### config.mk
export PLATFORM = sky130hd
export DESIGN_NAME = lru_cam
export DESIGN_NICKNAME = d
export VERILOG_FILES = /design/src/rtl/cam_pkg.sv /design/src/rtl/cam_store.sv /design/src/rtl/cam_match.sv /design/src/rtl/cam_lru.sv /design/src/rtl/lru_cam.sv
export SDC_FILE = /design/constraint.sdc
export NUM_CORES = 2
export LEC_CHECK = 0
export BUFFER_PORTS_ARGS = -buffer_cell sky130_fd_sc_hd__buf_2
export CAP_MARGIN = 0
export CORE_MARGIN = 10
export CORE_UTILIZATION = 49
export DETAILED_ROUTE_END_ITERATION = 10
export SLEW_MARGIN = 20
export SYNTH_ARGS = -nofsm -noshare
export SYNTH_HDL_FRONTEND = slang
export SYNTH_HIERARCHICAL = 1
export SYNTH_SLANG_ARGS = --single-unit
### constraint.sdc
create_clock -name clk_i -period 17 [get_ports clk_i]
set_clock_uncertainty 0.15 [all_clocks]
set_input_delay 5.1 -clock clk_i [delete_from_list [all_inputs] [get_ports clk_i]]
set_output_delay 5.1 -clock clk_i [all_outputs]
set_load 0.005 [all_outputs]
### src/rtl/cam_pkg.sv
package cam_pkg;
  localparam int unsigned CAM_ENTRIES = 16;
  localparam int unsigned CAM_TAG_W   = 32;
  localparam int unsigned CAM_STATE_W = 4;
  localparam int unsigned CAM_IDX_W   = $clog2(CAM_ENTRIES);
  localparam int unsigned CAM_RES_W   = CAM_STATE_W + 1 + CAM_IDX_W;

  typedef struct packed {
    logic [CAM_STATE_W-1:0] state;
    logic                   hit;
    logic [CAM_IDX_W-1:0]   idx;
  } cam_result_t;
endpackage

### src/rtl/cam_store.sv
module cam_store #(
  parameter int unsigned N       = cam_pkg::CAM_ENTRIES,
  parameter int unsigned TAG_W   = cam_pkg::CAM_TAG_W,
  parameter int unsigned STATE_W = cam_pkg::CAM_STATE_W,
  localparam int unsigned IDX_W  = $clog2(N)
) (
  input  logic                       clk_i,
  input  logic                       rst_ni,
  input  logic                       wr_i,
  input  logic [IDX_W-1:0]           wr_idx_i,
  input  logic [TAG_W-1:0]           wr_tag_i,
  input  logic [STATE_W-1:0]         wr_state_i,
  output logic [N-1:0][TAG_W-1:0]    tag_o,
  output logic [N-1:0][STATE_W-1:0]  state_o,
  output logic [N-1:0]               valid_o
);
  logic [N-1:0][TAG_W-1:0]   tag_q;
  logic [N-1:0][STATE_W-1:0] state_q;
  logic [N-1:0]              valid_q;

  for (genvar g = 0; g < N; g++) begin : g_entry
    logic sel;
    assign sel = wr_i && (wr_idx_i == IDX_W'(g));
    always_ff @(posedge clk_i or negedge rst_ni) begin
      if (!rst_ni) begin
        tag_q[g]   <= '0;
        state_q[g] <= '0;
        valid_q[g] <= 1'b0;
      end else if (sel) begin
        tag_q[g]   <= wr_tag_i;
        state_q[g] <= wr_state_i;
        valid_q[g] <= 1'b1;
      end
    end
  end

  assign tag_o   = tag_q;
  assign state_o = state_q;
  assign valid_o = valid_q;

  // written entry becomes valid with new contents
  a_r7_write_loads: assert property (@(posedge clk_i) disable iff (!rst_ni)
    wr_i |=> (valid_q[$past(wr_idx_i)] && tag_q[$past(wr_idx_i)] == $past(wr_tag_i)
              && state_q[$past(wr_idx_i)] == $past(wr_state_i)));
endmodule

### src/rtl/cam_match.sv
module cam_match #(
  parameter int unsigned N       = cam_pkg::CAM_ENTRIES,
  parameter int unsigned TAG_W   = cam_pkg::CAM_TAG_W,
  parameter int unsigned STATE_W = cam_pkg::CAM_STATE_W,
  localparam int unsigned IDX_W  = $clog2(N)
) (
  input  logic [TAG_W-1:0]           key_i,
  input  logic [N-1:0][TAG_W-1:0]    tag_i,
  input  logic [N-1:0][STATE_W-1:0]  state_i,
  input  logic [N-1:0]               valid_i,
  output logic                       hit_o,
  output logic [IDX_W-1:0]           idx_o,
  output logic [STATE_W-1:0]         state_o
);
  logic [N-1:0] match;

  for (genvar g = 0; g < N; g++) begin : g_cmp
    assign match[g] = valid_i[g] && (tag_i[g] == key_i);
  end

  // lowest index wins: scan downward so the last assignment is the lowest
  always_comb begin
    idx_o = '0;
    for (int i = N - 1; i >= 0; i--) begin
      if (match[i]) idx_o = IDX_W'(i);
    end
  end

  assign hit_o   = |match;
  assign state_o = hit_o ? state_i[idx_o] : '0;
endmodule

### src/rtl/cam_lru.sv
module cam_lru #(
  parameter int unsigned N      = cam_pkg::CAM_ENTRIES,
  localparam int unsigned IDX_W = $clog2(N)
) (
  input  logic             clk_i,
  input  logic             rst_ni,
  input  logic             touch_a_i,
  input  logic [IDX_W-1:0] touch_a_idx_i,
  input  logic             touch_b_i,
  input  logic [IDX_W-1:0] touch_b_idx_i,
  output logic [IDX_W-1:0] lru_idx_o
);
  localparam logic [IDX_W-1:0] RANK_MRU = IDX_W'(N - 1);

  // rank 0 = least recent, N-1 = most recent
  logic [N-1:0][IDX_W-1:0] rank_q, rank_a, rank_b;
  logic [N-1:0]            is_lru;

  always_comb begin
    rank_a = rank_q;
    if (touch_a_i) begin
      for (int j = 0; j < N; j++) begin
        if (IDX_W'(j) == touch_a_idx_i) rank_a[j] = RANK_MRU;
        else if (rank_q[j] > rank_q[touch_a_idx_i]) rank_a[j] = rank_q[j] - 1'b1;
      end
    end
    rank_b = rank_a;
    if (touch_b_i) begin
      for (int j = 0; j < N; j++) begin
        if (IDX_W'(j) == touch_b_idx_i) rank_b[j] = RANK_MRU;
        else if (rank_a[j] > rank_a[touch_b_idx_i]) rank_b[j] = rank_a[j] - 1'b1;
      end
    end
  end

  always_ff @(posedge clk_i or negedge rst_ni) begin
    if (!rst_ni) begin
      for (int j = 0; j < N; j++) rank_q[j] <= IDX_W'(j);
    end else begin
      rank_q <= rank_b;
    end
  end

  for (genvar g = 0; g < N; g++) begin : g_lru
    assign is_lru[g] = (rank_q[g] == '0);
  end

  always_comb begin
    lru_idx_o = '0;
    for (int i = 0; i < N; i++) begin
      if (is_lru[i]) lru_idx_o = IDX_W'(i);
    end
  end

  // the order stays a permutation, so exactly one victim exists
  a_r9_single_lru: assert property (@(posedge clk_i) disable iff (!rst_ni)
    $countones(is_lru) == 1);
  // no touch leaves the order alone
  a_r8_order_kept: assert property (@(posedge clk_i) disable iff (!rst_ni)
    (!touch_a_i && !touch_b_i) |=> $stable(rank_q));
  // written entry ends most recent
  a_r7_write_mru: assert property (@(posedge clk_i) disable iff (!rst_ni)
    touch_b_i |=> rank_q[$past(touch_b_idx_i)] == RANK_MRU);
  // sole hit touch ends most recent
  a_r6_hit_mru: assert property (@(posedge clk_i) disable iff (!rst_ni)
    (touch_a_i && !touch_b_i) |=> rank_q[$past(touch_a_idx_i)] == RANK_MRU);
endmodule

### src/rtl/lru_cam.sv
module lru_cam
  import cam_pkg::*;
#(
  parameter int unsigned N       = CAM_ENTRIES,
  parameter int unsigned TAG_W   = CAM_TAG_W,
  parameter int unsigned STATE_W = CAM_STATE_W,
  localparam int unsigned IDX_W  = $clog2(N),
  localparam int unsigned RES_W  = STATE_W + 1 + IDX_W
) (
  input  logic               clk_i,
  input  logic               rst_ni,
  input  logic               lookup_i,
  input  logic [TAG_W-1:0]   key_i,
  input  logic               wr_i,
  input  logic [IDX_W-1:0]   wr_idx_i,
  input  logic [TAG_W-1:0]   wr_tag_i,
  input  logic [STATE_W-1:0] wr_state_i,
  output logic [RES_W-1:0]   result_o,
  output logic               result_vld_o
);
  logic [N-1:0][TAG_W-1:0]   tags;
  logic [N-1:0][STATE_W-1:0] states;
  logic [N-1:0]              valids;
  logic                      hit;
  logic [IDX_W-1:0]          hit_idx, lru_idx;
  logic [STATE_W-1:0]        hit_state;
  logic [RES_W-1:0]          res_q;
  logic                      vld_q;

  cam_store #(.N(N), .TAG_W(TAG_W), .STATE_W(STATE_W)) u_store (
    .clk_i      (clk_i),
    .rst_ni     (rst_ni),
    .wr_i       (wr_i),
    .wr_idx_i   (wr_idx_i),
    .wr_tag_i   (wr_tag_i),
    .wr_state_i (wr_state_i),
    .tag_o      (tags),
    .state_o    (states),
    .valid_o    (valids)
  );

  cam_match #(.N(N), .TAG_W(TAG_W), .STATE_W(STATE_W)) u_match (
    .key_i   (key_i),
    .tag_i   (tags),
    .state_i (states),
    .valid_i (valids),
    .hit_o   (hit),
    .idx_o   (hit_idx),
    .state_o (hit_state)
  );

  cam_lru #(.N(N)) u_lru (
    .clk_i         (clk_i),
    .rst_ni        (rst_ni),
    .touch_a_i     (lookup_i && hit),
    .touch_a_idx_i (hit_idx),
    .touch_b_i     (wr_i),
    .touch_b_idx_i (wr_idx_i),
    .lru_idx_o     (lru_idx)
  );

  always_ff @(posedge clk_i or negedge rst_ni) begin
    if (!rst_ni) begin
      res_q <= '0;
      vld_q <= 1'b0;
    end else begin
      vld_q <= lookup_i;
      if (lookup_i) res_q <= {hit_state, hit, hit ? hit_idx : lru_idx};
    end
  end

  assign result_o     = res_q;
  assign result_vld_o = vld_q;

  // valid pulse follows strobe by exactly one cycle
  a_r1_vld_timing: assert property (@(posedge clk_i) disable iff (!rst_ni)
    lookup_i |=> result_vld_o);
  a_r1_no_spurious: assert property (@(posedge clk_i) disable iff (!rst_ni)
    !lookup_i |=> (!result_vld_o && $stable(result_o)));
  // miss carries no state
  a_r4_miss_clean: assert property (@(posedge clk_i) disable iff (!rst_ni)
    (result_vld_o && !result_o[IDX_W]) |-> (result_o[RES_W-1:IDX_W+1] == '0));
endmodule

==> results.md <==
* Die span in y at 306 um
* Worst EP required at approximately 17000 ps
* Simple logic cell fraction of the synthesized area at 0.126
* Yosys top cell area share at 0.395
* Largest net degree at the start of global routing at ~160
* Largest family of logic cells by synthesized area: multiplexers
* Post-route minimum period at 15040 ps
* Total global routing overflow at 0
* Seq pwr share at 0.362
* Max Cap Violations at 0
* Internal at slightly above 4 mW
* Crit path DAT at approximately 15000 ps
* H-tree depth at 3
* Synth async-reset ratio at 1.00
* First-pass GRT wire length at roughly 210000 um
* Setup crit end kind: register
* Detailed Route Iter0 Violations at approximately 2600
* Routed length per instance at just over 30 um
* Root Buffer: clkbuf_16
* Peak VDD IR at about 100 uV
* Fill cells at 6963
* Kind of critical path: in2reg
* Power, Total at about 6.6 mW
* Area growth syn-to-layout at 10.1%
* CTS resizes at 0
* Sw Ratio at 0.380
* Post-Route WL at about 150000 um
* FP Rows at approximately 100
* Setup violations, final at 0
* Chip width at between 300 and 400 um
* Synth Register Bits at approximately 670
* Endpoints failing hold at 0
* Actual slew at the worst max-slew pin at 1190 ps
* Total CTS buffers at between 70 and 80
* Psw at between 2 and 3 mW
* Slew HR at 0.204
* CTS tree: done
* Clock power share at 0.256
* Post-CTS Setup Bufs at 0
* Dominant synthesized flop cell: dfrtp_1
* CP max-delay cell: mux4_2
* Critical Path Source Type: input pin
* Clock Latency Late Sink at ~640 ps
* Synth area leaders: dfrtp_1 40%, mux2_2 16%, xor2_1 7.6%, xnor2_1 4.8%, ha_1 4.6%
* Via count at between 30000 and 40000
* Nets at 3852
* Post-synth EDFFs at 0
* P per Cell Area at between 100 and 150 mW/mm^2
* Post-DRT Antenna Nets at 0
* Mapped Nets at approximately 3800
* Status: complete, no violations
* CP peak stage delay at between 700 and 800 ps
* Fmax at 66.5 MHz
* Global placement routability congestion at around 0.95
* Period utilization at 0.885
* All-Layer GR Usage at 0.305
* Clock-pin slew on the worst setup and hold paths at roughly 60 ps
* Core Box Area at between 0.08 and 0.09 sq mm
* Final hold slack at approximately 340 ps
* Area leader, netlist: dfrtp_1
* YS warnings at 6
* Mux contribution to synthesized area at 0.199
* Die Area at ~0.094 sq mm
* Routed vias/inst at ~6.4
* Final max-slew violation count at 0
* Antenna violations before repair at 4
* Syn Area/Cell at around 11 sq um
* Gate power share at 0.381
* Cell with the most instances after synthesis: dfrtp_1
* IO Count at between 80 and 90
* Clock Sinks at 666
* Clk buf depth at 3
* Router iterations before antenna repair at 6
* Synth Cell Area at 0.0401 sq mm
* Max FO, Critical Path at 25
* Adder-Cell Fraction of Synth Area at 0.0458
* Vias in the first global route at a little over 30000
* DP HPWL at around 100000 um
* Share of post-route cells with drive strength above 1 at 0.277
* Initial core utilization at 0.497
* Leakage at between 15 and 20 nW
* RSZ-0062 raised after global routing: no
* Compound-cell area share of the yosys netlist at 0.0556
* Synth unique cells at between 90 and 100
* Register area share after synthesis at 0.416
* Setup TNS at 0 ps
* # hold bufs at CTS at 0
* Post-synth top cells: 634 x dfrtp_1, 588 x mux2_2, 350 x xor2_1, 241 x nand2_1, 220 x xnor2_1
* Synth Area in XOR/XNOR at 0.126
* Synth Instances at ~3600
* Min-Delay Path Class: reg2reg
* I/O Buffers at 85
* Drt drc at 0
per-layer routing:
metal / track usage / up-vias / part of all wire
met3: 0.0441 / 385 / 0.065
li1: - / 13000 / -
met5: 0 / - / 0.000082
met4: 0.171 / 2 / 0.061
met2: 0.483 / 1316 / 0.45
met1: 0.397 / 15600 / 0.42
metrics by stage:
stage / cell area, sq um / util / worst slack (ps) / cells
2_1_floorplan: 40100 / - / 2530 / 3582
3_3_place_gp: 41600 / 0.515 / 1650 / 4610
3_5_place_dp: 41600 / 0.515 / 1580 / 4610
4_1_cts: 44100 / 0.546 / 2200 / 4747
5_1_grt: 44200 / 0.547 / 1780 / 4749
6_report: 44200 / 0.547 / 1960 / 4751
power groups by stage:
stage	clock [mW]	combinational [mW]	sequential (mW)
floorplan	0	1.80	2.28
global placement	0	2.37	2.39
detailed placement	0	2.45	2.40
CTS	1.71	2.47	2.38
global route	1.77	2.73	2.43
finish	1.69	2.51	2.39
sequential cells by signal (all words and copies together) (netlist names):
| register | flops |
|---|---|
| result_o | 9 |
| u_store/state_o | 64 |
| u_store/tag_o | 512 |
| result_vld_o | 1 |
| u_store/valid_o | 16 |
| u_lru/rank_q | 64 |
layout by cell type, fill, tap and decap left out, types with 10 or more instances in the layout:
cell | Yosys | layout
a21oi_1 | 80 | 80
a31oi_1 | 19 | 19
buf_4 | 16 | 74
o211ai_1 | 25 | 25
xor2_1 | 350 | 350
nor3_1 | 63 | 63
nand2b_1 | 20 | 20
clkinv_2 | 0 | 11
mux2i_1 | 46 | 46
clkbuf_1 | 57 | 18
nand2_1 | 241 | 240
and3_1 | 27 | 26
inv_1 | 64 | 64
clkbuf_8 | 0 | 22
buf_2 | 107 | 84
nor4_1 | 144 | 142
o2111a_1 | 11 | 11
xnor2_1 | 220 | 220
nand3_1 | 76 | 76
nor2_1 | 95 | 95
dfrtp_1 | 634 | 634
mux4_2 | 28 | 28
dfstp_2 | 32 | 32
a211oi_1 | 10 | 10
mux2_1 | 16 | 16
a211o_1 | 11 | 11
a21o_1 | 11 | 11
nand4b_1 | 17 | 17
nor3b_1 | 16 | 16
mux2_2 | 588 | 588
or4_1 | 22 | 22
or2_2 | 25 | 25
nand4_1 | 105 | 105
nor2b_1 | 24 | 24
clkbuf_16 | 0 | 76
o21ai_0 | 37 | 36
ha_1 | 146 | 146
worst max-delay path, delay by kind of cell:
kind / cells / cell delay [ps]
AO/OA/AOI/OAI: 12 / 3830
multiplexers: 5 / 2260
AND/OR/NAND/NOR: 8 / 1770
buffers and inverters: 3 / 1310
adder cells (fa/ha/maj): 2 / 680
XOR/XNOR: 2 / 450
cell type report:
cell class                 count  area (sq um)  area share
sequential                   666         16700       0.378
clock buffer                 116          2270      0.0514
tap                         1060          1330      0.0300
timing repair buffer         164          1090      0.0247
antenna                        2          5.00    0.000113
inverter                      66           248     0.00561
clock inverter                21           259     0.00586
multi-input combinational   2656         22300       0.504
path summary, 6_finish.rpt:
kind	depth (start not counted)	slack, ps	end	from
worst min-delay path	1	340	u_store/valid_o[1]	u_store/valid_o[1]
worst max register to register	31	6640	u_lru/rank_q[1]	u_store/tag_o[470]
worst min register to register	1	340	u_store/valid_o[1]	u_store/valid_o[1]
max in group asynchronous	4	9200	u_store/tag_o[65]	rst_ni
worst max-delay path	32	1960	u_lru/rank_q[1]	key_i[11]
min in group asynchronous	1	4330	u_store/tag_o[389]	rst_ni
cells by family after synthesis:
logic type / count (synthesis)
compound gates: 309
xor+xnor: 575
fa+ha+maj: 147
buf+inv: 260
flops: 666
mux: 683
simple gates: 942
Note: power is estimated with default switching activity, not from simulation.
